===== src/rtl/ras_pkg.sv =====
package ras_pkg;
  typedef enum logic {
    MODE_FUNC = 1'b0,
    MODE_TEST = 1'b1
  } cell_mode_e;
endpackage


===== src/rtl/ras_addr_shift.sv =====
module ras_addr_shift #(
  parameter int ADDR_W = 5
) (
  input  logic              clk_i,
  input  logic              rst_ni,
  input  logic              shift_i,
  input  logic              tdi_i,
  output logic [ADDR_W-1:0] stage_o
);
  logic [ADDR_W-1:0] stage_q;

  generate
    if (ADDR_W == 1) begin : g_one
      always_ff @(posedge clk_i or negedge rst_ni)
        if (!rst_ni)      stage_q <= '0;
        else if (shift_i) stage_q <= tdi_i;
    end else begin : g_multi
      always_ff @(posedge clk_i or negedge rst_ni)
        if (!rst_ni)      stage_q <= '0;
        else if (shift_i) stage_q <= {tdi_i, stage_q[ADDR_W-1:1]};
    end
  endgenerate

  assign stage_o = stage_q;

  p_shift_in_r2: assert property (@(posedge clk_i) disable iff (!rst_ni)
    shift_i |=> stage_o[ADDR_W-1] == $past(tdi_i));
  p_shift_hold_r2: assert property (@(posedge clk_i) disable iff (!rst_ni)
    !shift_i |=> $stable(stage_o));
endmodule


===== src/rtl/ras_decoder.sv =====
module ras_decoder #(
  parameter int NUM_CELLS = 24,
  parameter int ADDR_W    = 5
) (
  input  logic                 clk_i,
  input  logic                 rst_ni,
  input  logic                 update_i,
  input  logic [ADDR_W-1:0]    addr_i,
  output logic [NUM_CELLS-1:0] sel_o
);
  logic [NUM_CELLS-1:0] dec;
  logic [NUM_CELLS-1:0] sel_q;

  for (genvar i = 0; i < NUM_CELLS; i++) begin : g_dec
    assign dec[i] = (addr_i == ADDR_W'(i));
  end

  // select is registered: the decode only moves on an update strobe
  always_ff @(posedge clk_i or negedge rst_ni)
    if (!rst_ni)       sel_q <= NUM_CELLS'(1);
    else if (update_i) sel_q <= dec;

  assign sel_o = sel_q;

  p_onehot_sel_r3: assert property (@(posedge clk_i) disable iff (!rst_ni)
    $onehot0(sel_o));
  p_range_r3: assert property (@(posedge clk_i) disable iff (!rst_ni)
    update_i |=> ((sel_o != '0) == ($past(addr_i) < ADDR_W'(NUM_CELLS))));
  p_sel_hold_r2: assert property (@(posedge clk_i) disable iff (!rst_ni)
    !update_i |=> $stable(sel_o));
endmodule


===== src/rtl/ras_cell.sv =====
module ras_cell
  import ras_pkg::*;
(
  input  logic       clk_i,
  input  logic       rst_ni,
  input  cell_mode_e mode_i,
  input  logic       func_d_i,
  input  logic       tdi_i,
  input  logic       sel_i,
  input  logic       wr_en_i,
  output logic       q_o
);
  logic q_q;

  always_ff @(posedge clk_i or negedge rst_ni)
    if (!rst_ni)                       q_q <= 1'b0;
    else if (mode_i == MODE_FUNC)      q_q <= func_d_i;
    else if (sel_i && wr_en_i)         q_q <= tdi_i;

  assign q_o = q_q;

  p_write_r4: assert property (@(posedge clk_i) disable iff (!rst_ni)
    (mode_i == MODE_TEST && sel_i && wr_en_i) |=> q_o == $past(tdi_i));
  p_hold_r5: assert property (@(posedge clk_i) disable iff (!rst_ni)
    (mode_i == MODE_TEST && !(sel_i && wr_en_i)) |=> $stable(q_o));
  p_func_r8: assert property (@(posedge clk_i) disable iff (!rst_ni)
    (mode_i == MODE_FUNC) |=> q_o == $past(func_d_i));
endmodule


===== src/rtl/ras_tdo_mux.sv =====
module ras_tdo_mux #(
  parameter int NUM_CELLS = 24
) (
  input  logic [NUM_CELLS-1:0] sel_i,
  input  logic [NUM_CELLS-1:0] q_i,
  output logic                 tdo_o
);
  // one-hot AND-OR stands in for the per-cell tri-state drivers
  assign tdo_o = |(sel_i & q_i);
endmodule


===== src/rtl/ras_cell_array.sv =====
module ras_cell_array
  import ras_pkg::*;
#(
  parameter int NUM_CELLS = 24,
  parameter int ADDR_W    = (NUM_CELLS > 1) ? $clog2(NUM_CELLS) : 1
) (
  input  logic                 clk_i,
  input  logic                 rst_ni,
  input  logic                 test_mode_i,
  input  logic [NUM_CELLS-1:0] func_d_i,
  output logic [NUM_CELLS-1:0] func_q_o,
  input  logic                 tdi_i,
  input  logic                 addr_shift_i,
  input  logic                 addr_update_i,
  input  logic                 wr_en_i,
  output logic                 tdo_o
);
  logic [ADDR_W-1:0]    stage;
  logic [NUM_CELLS-1:0] sel;
  logic [NUM_CELLS-1:0] cell_q;
  cell_mode_e           mode;

  assign mode = test_mode_i ? MODE_TEST : MODE_FUNC;

  ras_addr_shift #(.ADDR_W(ADDR_W)) u_addr (
    .clk_i   (clk_i),
    .rst_ni  (rst_ni),
    .shift_i (addr_shift_i),
    .tdi_i   (tdi_i),
    .stage_o (stage)
  );

  ras_decoder #(.NUM_CELLS(NUM_CELLS), .ADDR_W(ADDR_W)) u_dec (
    .clk_i    (clk_i),
    .rst_ni   (rst_ni),
    .update_i (addr_update_i),
    .addr_i   (stage),
    .sel_o    (sel)
  );

  for (genvar i = 0; i < NUM_CELLS; i++) begin : g_cell
    ras_cell u_cell (
      .clk_i    (clk_i),
      .rst_ni   (rst_ni),
      .mode_i   (mode),
      .func_d_i (func_d_i[i]),
      .tdi_i    (tdi_i),
      .sel_i    (sel[i]),
      .wr_en_i  (wr_en_i),
      .q_o      (cell_q[i])
    );
  end

  ras_tdo_mux #(.NUM_CELLS(NUM_CELLS)) u_mux (
    .sel_i (sel),
    .q_i   (cell_q),
    .tdo_o (tdo_o)
  );

  assign func_q_o = cell_q;

  p_nomatch_r7: assert property (@(posedge clk_i) disable iff (!rst_ni)
    (sel == '0) |-> !tdo_o);
  p_read_r6: assert property (@(posedge clk_i) disable iff (!rst_ni)
    (sel != '0) |-> (tdo_o == |(sel & func_q_o)));
  p_write_isolated_r5: assert property (@(posedge clk_i) disable iff (!rst_ni)
    (test_mode_i && !wr_en_i) |=> $stable(func_q_o));
endmodule


===== config.mk =====
export PLATFORM = sky130hd
export DESIGN_NAME = ras_cell_array
export DESIGN_NICKNAME = d
export VERILOG_FILES = /design/src/rtl/ras_pkg.sv /design/src/rtl/ras_addr_shift.sv /design/src/rtl/ras_decoder.sv /design/src/rtl/ras_cell.sv /design/src/rtl/ras_tdo_mux.sv /design/src/rtl/ras_cell_array.sv
export SDC_FILE = /design/constraint.sdc
export NUM_CORES = 1
export LEC_CHECK = 0
export CORE_MARGIN = 4
export CORE_UTILIZATION = 45
export CTS_BUF_LIST = sky130_fd_sc_hd__clkbuf_8 sky130_fd_sc_hd__clkbuf_16
export DETAILED_ROUTE_END_ITERATION = 8
export DONT_BUFFER_PORTS = 1
export PLACE_DENSITY = 0.58
export SYNTH_ARGS = -nofsm -noshare
export SYNTH_HDL_FRONTEND = slang
export SYNTH_SLANG_ARGS = --single-unit

===== constraint.sdc =====
create_clock -name clk_i -period 3.7 [get_ports clk_i]
set_input_delay 0.74 -clock clk_i [delete_from_list [all_inputs] [get_ports clk_i]]
set_output_delay 0.74 -clock clk_i [all_outputs]
set_load 0.02 [all_outputs]

# Word-level counts from Yosys, hierarchy flattened
# Cells that the tools add are included.
[totals]
regBits = 53
output_inout_bits = 25
word_cells = 149
[classes]
eq_ne = 47
mux = 49
n_bitwise = 1
reduce_logical = 26
[ops]
columns = ["cell", "n"]
rows = [
  ["two-way mux 1 bit", 49],
  ["inequality test 2 x 1 -> 1 bit, second input constant", 23],
  ["== test 5 x 4 -> 1 bit, second input constant", 8],
  ["== test 5 bit, second input constant", 8],
  ["AND 24 bit", 1],
  ["logical AND 1 bit", 24],
  ["OR reduction 24 bit", 1],
  ["== test 5 x 3 -> 1 bit, second input constant", 4],
  ["== test 5 x 2 -> 1 bit, second input constant", 2],
  ["== test 5 x 1 -> 1 bit, second input constant", 1],
  ["zero test 5 bit", 1],
  ["inequality test 2 bit, second input constant", 1],
]

# Longest topological paths before layout
# Gate-level depths: netlist (run 1).
[depth]
depth_word = 3
ltp_mapped = 4
mapped_depth_nobuf = 3

# Modules after synthesis
# From an unflattened synthesis (run 1), not the netlist that was laid out.
[unflattened]
hier_cells = 234
area_unflattened_um2 = 2492.4
[modules_own_cells]
columns = ["module", "instances", "cells_per_inst", "area_per_inst_um2"]
rows = [
  ["ras_cell", 24, 5, 50.0],
  ["ras_decoder", 1, 88, 989.7],
  ["ras_addr_shift", 1, 10, 181.4],
  ["ras_tdo_mux", 1, 16, 120.1],
]

# Worst setup path after synthesis (run 1)
# Ideal clock, no wire load.
[synth_path]
path_type = "register -> output"
from = "reg u_dec.sel_q[1], in the netlist u_dec.sel_o[1]"
to = "out tdo_o"
t_arrival_ns = 1.102
required_time_ns = 2.960
slack_ns = 1.858
stages_incl_launch_ff = 4
n_path_buf = 0
path_cell_list = "dfrtp_1 -> a22oi_1 -> nand4_1 -> or3_1"
[synth_between]
elab_chain_len = 2
[synth_lines]
columns = ["item", "line", "rtl"]
rows = [
  ["from (decl)", "ras_decoder.sv:12", "logic [NUM_CELLS-1:0] sel_q;"],
  ["from (signal assigned)", "ras_decoder.sv:20", "if (!rst_ni) sel_q <= NUM_CELLS'(1);"],
  ["from (signal assigned)", "ras_decoder.sv:21", "else if (update_i) sel_q <= dec;"],
  ["AND 24 bit", "ras_tdo_mux.sv:9", "assign tdo_o = |(sel_i & q_i);"],
  ["OR reduction 24 bit", "ras_tdo_mux.sv:9", ""],
  ["to (decl)", "ras_cell_array.sv:16", "output logic tdo_o"],
]
# Every way passes these cells.

# Final worst setup path (run 1)
[layout_path]
from = "reg g_cell[2].u_cell.q_q"
to = "out tdo_o"
[layout_between]
elab_chain_len = 2
[layout_lines]
columns = ["item", "line", "rtl"]
rows = [
  ["from (decl)", "ras_cell.sv:13", "logic q_q;"],
  ["from (signal assigned)", "ras_cell.sv:17", "else if (mode_i == MODE_FUNC) q_q <= func_d_i;"],
  ["from (signal assigned)", "ras_cell.sv:18", "else if (sel_i && wr_en_i) q_q <= tdi_i;"],
  ["AND 24 bit", "ras_tdo_mux.sv:9", ""],
  ["OR reduction 24 bit", "ras_tdo_mux.sv:9", ""],
]
# Every way passes these cells.

==> results of run 1 <==
-- worst paths after layout --
check                                startpoint        endpoint  slack [ns]  cells past startpoint
max                        g_cell[2].u_cell.q_o           tdo_o        1.21                      3
min                                      rst_ni  u_dec.sel_o[9]        0.10                      0
max reg2reg                   u_addr.stage_o[4]  u_dec.sel_o[2]        2.52                      2
min reg2reg                      u_dec.sel_o[0]  u_dec.sel_o[0]        0.50                      2
max in group asynchronous                rst_ni  u_dec.sel_o[0]        3.40                      0
min in group clk_i                addr_update_i  u_dec.sel_o[0]        0.49                      1
-- cells by family after synthesis --
| family | synth area share |
|---|---|
| flops | 0.5050 |
| compound gates | 0.1466 |
| simple gates | 0.1080 |
| buf+inv | 0.1276 |
| mux | 0.1128 |
-- per-layer routing --
layer,global-route usage,part of all wire
met1,0.2374,0.49
met2,0.2425,0.43
met3,0.05692,0.069
met4,0.04317,0.011
met5,0,0
-- registers in the layout, summed over array words and instances, names as in the netlist --
register / flops
g_cell.u_cell.q_o: 24
u_dec.sel_o: 24
u_addr.stage_o: 5
-- stage by stage --
| step | instances | util |
|---|---|---|
| 2_1_floorplan | 267 | - |
| 3_3_place_gp | 302 | 0.4438 |
| 3_5_place_dp | 302 | 0.4438 |
| 4_1_cts | 310 | 0.4602 |
| 5_1_grt | 310 | 0.4602 |
| 6_report | 310 | 0.4602 |
-- synthesized netlist by cell type (all sizes together) --
library cell  instances
a21oi                24
a22oi                12
buf                  34
clkbuf                3
dfrtp                52
dfstp                 1
inv                  24
mux2                  5
mux2i                24
nand2                26
nand3                 1
nand3b                4
nand4                 3
nor2                 26
o22ai                24
or3                   2
or3b                  2
-- area by class of cell --
| cell class | instances | area [sq um] | share of cell area |
|---|---|---|---|
| inverter | 24 | 90.09 | 0.03512 |
| clock buffer | 5 | 68.82 | 0.02683 |
| clock inverter | 3 | 22.52 | 0.008780 |
| tap | 72 | 90.09 | 0.03512 |
| sequential | 53 | 1328 | 0.5176 |
| multi-input combinational | 153 | 965.9 | 0.3766 |
-- power breakdown --
group	internal [mW]	switching [mW]	total [mW]
clock	0.133	0.207	0.341
sequential	0.633	0.0896	0.723
combinational	0.0741	0.0809	0.155
==> impl_results.md, run 1 <==
* Post-Route Setup TNS at 0 ns
* Post-DP HPWL at 3.792 mm
* First-pass GRT wire length at 9.294 mm
* Total GRT Usage at 0.1663
* Height of the die at approximately 84 um
* Vias per cell at 5.406
* Power, Total at 1.218 mW
* # resized after CTS at 0
* Critical path peak fanout at 3
* Critical path endpoint category: output pin
* Commonest non-fill, non-tap cell in the layout: dfrtp_1
* CTS sink cnt at 53
* Ant. Diodes at 0
* Setup-failing EPs final at 0
* Leading area contributor after synthesis: dfrtp_1
* Yosys warns at 0
* Most frequent cells in the layout: dfrtp_1, nand2_1, nor2_1
* CP delay by family, top: simple AND/OR/NAND/NOR gates
* Fin. max-slew vios at 0
* Hold WS at 0.1049 ns
* Syn_area_per_cell at between 9 and 10 sq um
* #FFs+latches synth at 53
* Least-Margin Pin Slew at roughly 0.38 ns
* Fillers at ~550
* Synth cell types at 21
* Status: completed
* Vias post-DR at 1676
* Relative slew slack at 0.7486
* Crit Path Category: reg -> out
* Setup WS post-layout at 1.212 ns
* Worst EP arrival at 1.75 ns
* Routed Wire Length at 5.677 mm
* Synth top area cells: dfrtp_1, mux2i_1, buf_4
* Largest net degree at the start of global routing at 54
* Crit-path max cell delay at approximately 0.50 ns
* Design area at 2565 sq um
* Post-Syn Nets at 298
* Launching element type of the critical path: flip-flop
* Rows at 27
* Post-CTS setup buffer count at 0
* Yosys top cell area share at 0.4950
* Worst vdd ir at between 0.15 and 0.2 mV
* DR pass1 iterations at 4
* Fraction of final layout cells sized beyond drive strength 1 at 0.06723
* CP max-delay cell: or3_1
* Hold Vio Cnt, Final at 0
* CTS root buf: clkbuf_8
* Detailed Route Iter0 Violations at 177
* Unrepaired setup endpoints after global routing: false
* Post-layout min period at 2.488 ns
* GRT overflow at 0
* Fin crit share at 0.6724
* WP data required at around 3.0 ns
* Post-synthesis sequential area ratio at 0.5050
* PortBufs at 0
* H-tree levels at 2
* Maximum buffer depth of the clock tree at 2
* Antenna Nets Post-Route at 0
* Min-Delay Path Class: in -> async
* CP Buf/Inv Count at 0
* Die width at 84.43 um
* Area grow syn2layout at -2.427%
* Ports at 56
* Max capacitance violation total at 0
* TritonCTS clock tree: done
* Post-Place Setup Slack at 1.558 ns
* Clk Latency, worst-skew pair at 0.32 ns
* Worst-path clk slew at 0.11 ns
* Number of remaining DRC errors at 0
* Final nets at 268
* Max Freq at around 0.40 GHz
* Placer Congestion at just under 0.8
* Vias in the first global route at between 1500 and 2000
* Hold Buf Count CTS at 0
* Initial Util at 0.4716
* Worst-case clock skew at 0.008972 ns
* Power Dens Cells at around 480 nW/um^2
* Initial antenna violation count at 0
* Cell chain of the critical path: a22oi_1, nand4_1, or3_1
* Leakage power at 1.135 nW
* Area post-placement at 2474 sq um
* Routed len/inst at 18.31 um
* Core Area at 5574 sq um
* Mapped Area at 2629 sq um
* TritonCTS Buffers at 5
* Die area at 7128 sq um
* Cells after Synth at 267
(Power assumes the default switching activity.)
==> run 2, diff against run 1 <==
--- a/config.mk
+++ b/config.mk
@@ -10,7 +10,7 @@
 export CTS_BUF_LIST = sky130_fd_sc_hd__clkbuf_8 sky130_fd_sc_hd__clkbuf_16
 export DETAILED_ROUTE_END_ITERATION = 8
 export DONT_BUFFER_PORTS = 1
-export PLACE_DENSITY = 0.58
+export PLACE_DENSITY = 0.6
 export SYNTH_ARGS = -nofsm -noshare
 export SYNTH_HDL_FRONTEND = slang
 export SYNTH_SLANG_ARGS = --single-unit
==> constraint.sdc (replaced) <==
create_clock -name clk_i -period 2 [get_ports clk_i]
set_input_delay 0.4 -clock clk_i [delete_from_list [all_inputs] [get_ports clk_i]]
set_output_delay 0.4 -clock clk_i [all_outputs]
set_load 0.02 [all_outputs]
==> run 2 against run 1 <==
  * Sequential cell count stayed put
  * Sequential share of layout area is 2.3 points lower
  * Power is 99% higher
  * Count of clock-buffer cells in the layout stayed put
  * Clock power is 110% higher
  * Clock skew is 0.0039 ns higher
  * Critical path type unchanged
==> impl_results.md, run 2 (synthesized netlist as in run 1, its figures left out) <==
* Status: completed
* WP data required at 1.60 ns
* Vias post-DR at 1771
* Initial antenna violation count at 0
* Routed Wire Length at 5.737 mm
* Worst-path clk slew at 0.10 ns
* Power Dens Cells at 897.7 nW/um^2
* Maximum buffer depth of the clock tree at 2
* Antenna Nets Post-Route at 0
* Height of the die at 84.43 um
* Crit Path Category: reg -> out
* CTS sink cnt at 53
* Least-Margin Pin Slew at roughly 0.36 ns
* Min-Delay Path Class: in -> reg
* Leakage power at 1.202 nW
* Post-layout util at 0.4855
* Area grow syn2layout at 2.951%
* R2r endpoint: u_dec.sel_o[1]
* Hold Path Sink: g_cell[15].u_cell.q_o
* Post-layout min period at 1.962 ns
* Post-DP HPWL at 3.881 mm
* WL met2 at 2.616 mm
* Reg2reg setup slack at 0.80 ns
* Number of remaining DRC errors at 0
* TritonCTS Buffers at 5
* DR top layer: met4
* Final nets at around 280
* Critical path peak fanout at 3
* Routed len/inst at between 15 and 20 um
* Setup WS post-layout at 0.03777 ns
* Hold path cells at 1
* Vias in the first global route at 1752
* Ant. Diodes at 0
* PortBufs at 0
* Vias per cell at approximately 5.6
* Reg2Reg Depth at 2
* Ports at 56
* Met3 WL at between 300 and 400 um
* Initial Util at 0.4716
* Commonest non-fill, non-tap cell in the layout: dfrtp_1
* Die area at 7128 sq um
* First-pass GRT wire length at approximately 9.5 mm
* DRT met1 WL at 2.657 mm
* Total GRT Usage at 0.1690
* Worst vdd ir at 0.4998 mV
* Setup-failing EPs final at 0
* GRT overflow at 0
* Worst-case clock skew at 0.01284 ns
* Placer Congestion at 0.7694
* TritonCTS clock tree: done
* Clk Latency, worst-skew pair at 0.32 ns
* Fraction of final layout cells sized beyond drive strength 1 at 0.1457
* DR pass1 iterations at 6
* Post-Place Setup Slack at 0.2459 ns
* Die width at between 80 and 90 um
* Launching element type of the critical path: flip-flop
* Core Area at 5574 sq um
* Max Freq at 0.5096 GHz
* Reg2reg start: u_addr.stage_o[4]
* Fin crit share at 0.9811
* Hold Vio Cnt, Final at 0
* H-tree levels at 2
* CTS root buf: clkbuf_8
* Rows at 27
* Critical path endpoint category: output pin
* Hold path start: test_mode_i
* Fin. max-slew vios at 0
* Detailed Route Iter0 Violations at 119
* Post-CTS setup buffer count at 0
* Worst EP arrival at 1.56 ns
* Largest net degree at the start of global routing at 54
* Relative slew slack at 0.7566
* Post-Route Setup TNS at 0 ns
* Unrepaired setup endpoints after global routing: true
* Most frequent cells in the layout: dfrtp_1, nand2_1, nor2_1, inv_1
* Max capacitance violation total at 0
run 2: changes by cell type in the layout (fill, tap and decap cells not counted), moves of 3 or more:
cell | before | now
a22oi_2 | 0 | 4
clkinvlp_4 | 3 | 0
dfrtp_1 | 52 | 44
a22oi_1 | 12 | 8
dfrtp_2 | 0 | 8
buf_4 | 0 | 7
run 2: power breakdown:
part | switching [mW] | internal [mW] | total, mW
clock network | 0.358 | 0.367 | 0.726
registers | 0.149 | 1.17 | 1.32
logic | 0.204 | 0.176 | 0.380
total | 0.712 | 1.72 | 2.43
run 2: final cells by class:
cell class	instances	area, sq um
clock buffers	5	68.82
clock inverters	3	38.79
fillers	526	2868
inverters	24	90.09
multi-input cells	153	991.0
flip-flops and latches	53	1338
well taps	72	90.09
repair buffers	9	90.09
run 2: metrics by stage:
stage | cell area (sq um) | hold slack, ns | total power [mW] | cells
after floorplan | 2629 | 0.1044 | 1.667 | 267
after global placement | 2526 | 0.1060 | 1.668 | 309
after detailed placement | 2526 | 0.1060 | 1.675 | 309
after CTS | 2690 | 0.1400 | 2.446 | 319
after global routing | 2706 | 0.1292 | 2.549 | 319
final | 2706 | 0.1464 | 2.430 | 319
run 2: routing by layer:
layer | up-vias | GRT usage
met5 | - | 0
met4 | 0 | 0.04317
met3 | 9 | 0.05397
met2 | 46 | 0.2561
met1 | 866 | 0.2363
li1 | 850 | -
run 2: worst max-delay path by stage:
| stage | startpoint | to | slack, ns | depth (start not counted) |
|---|---|---|---|---|
| finish | g_cell[2].u_cell.q_o | tdo_o | 0.04 | 3 |
| global route | g_cell[11].u_cell.q_o | tdo_o | -0.02 | 3 |
| CTS | g_cell[5].u_cell.q_o | tdo_o | 0.005 | 3 |
| detailed placement | g_cell[2].u_cell.q_o | tdo_o | 0.25 | 3 |
| global placement | g_cell[2].u_cell.q_o | tdo_o | 0.24 | 3 |
| floorplan | u_dec.sel_o[1] | tdo_o | 0.50 | 3 |
run 2: worst max-delay path: stages, from the launching register on:
cell and delay (ns):
dfrtp_1 0.49, a22oi_2 0.24, nand4_1 0.10, or3_4 0.43
run 2: timing repair:
action,CTS,global route
hold endpoints to repair,53,0
gates cloned,0,0
pin swaps,0,3
endpoints found under the setup margin,1,1
resized for setup,6,7
hold buffers,2,0
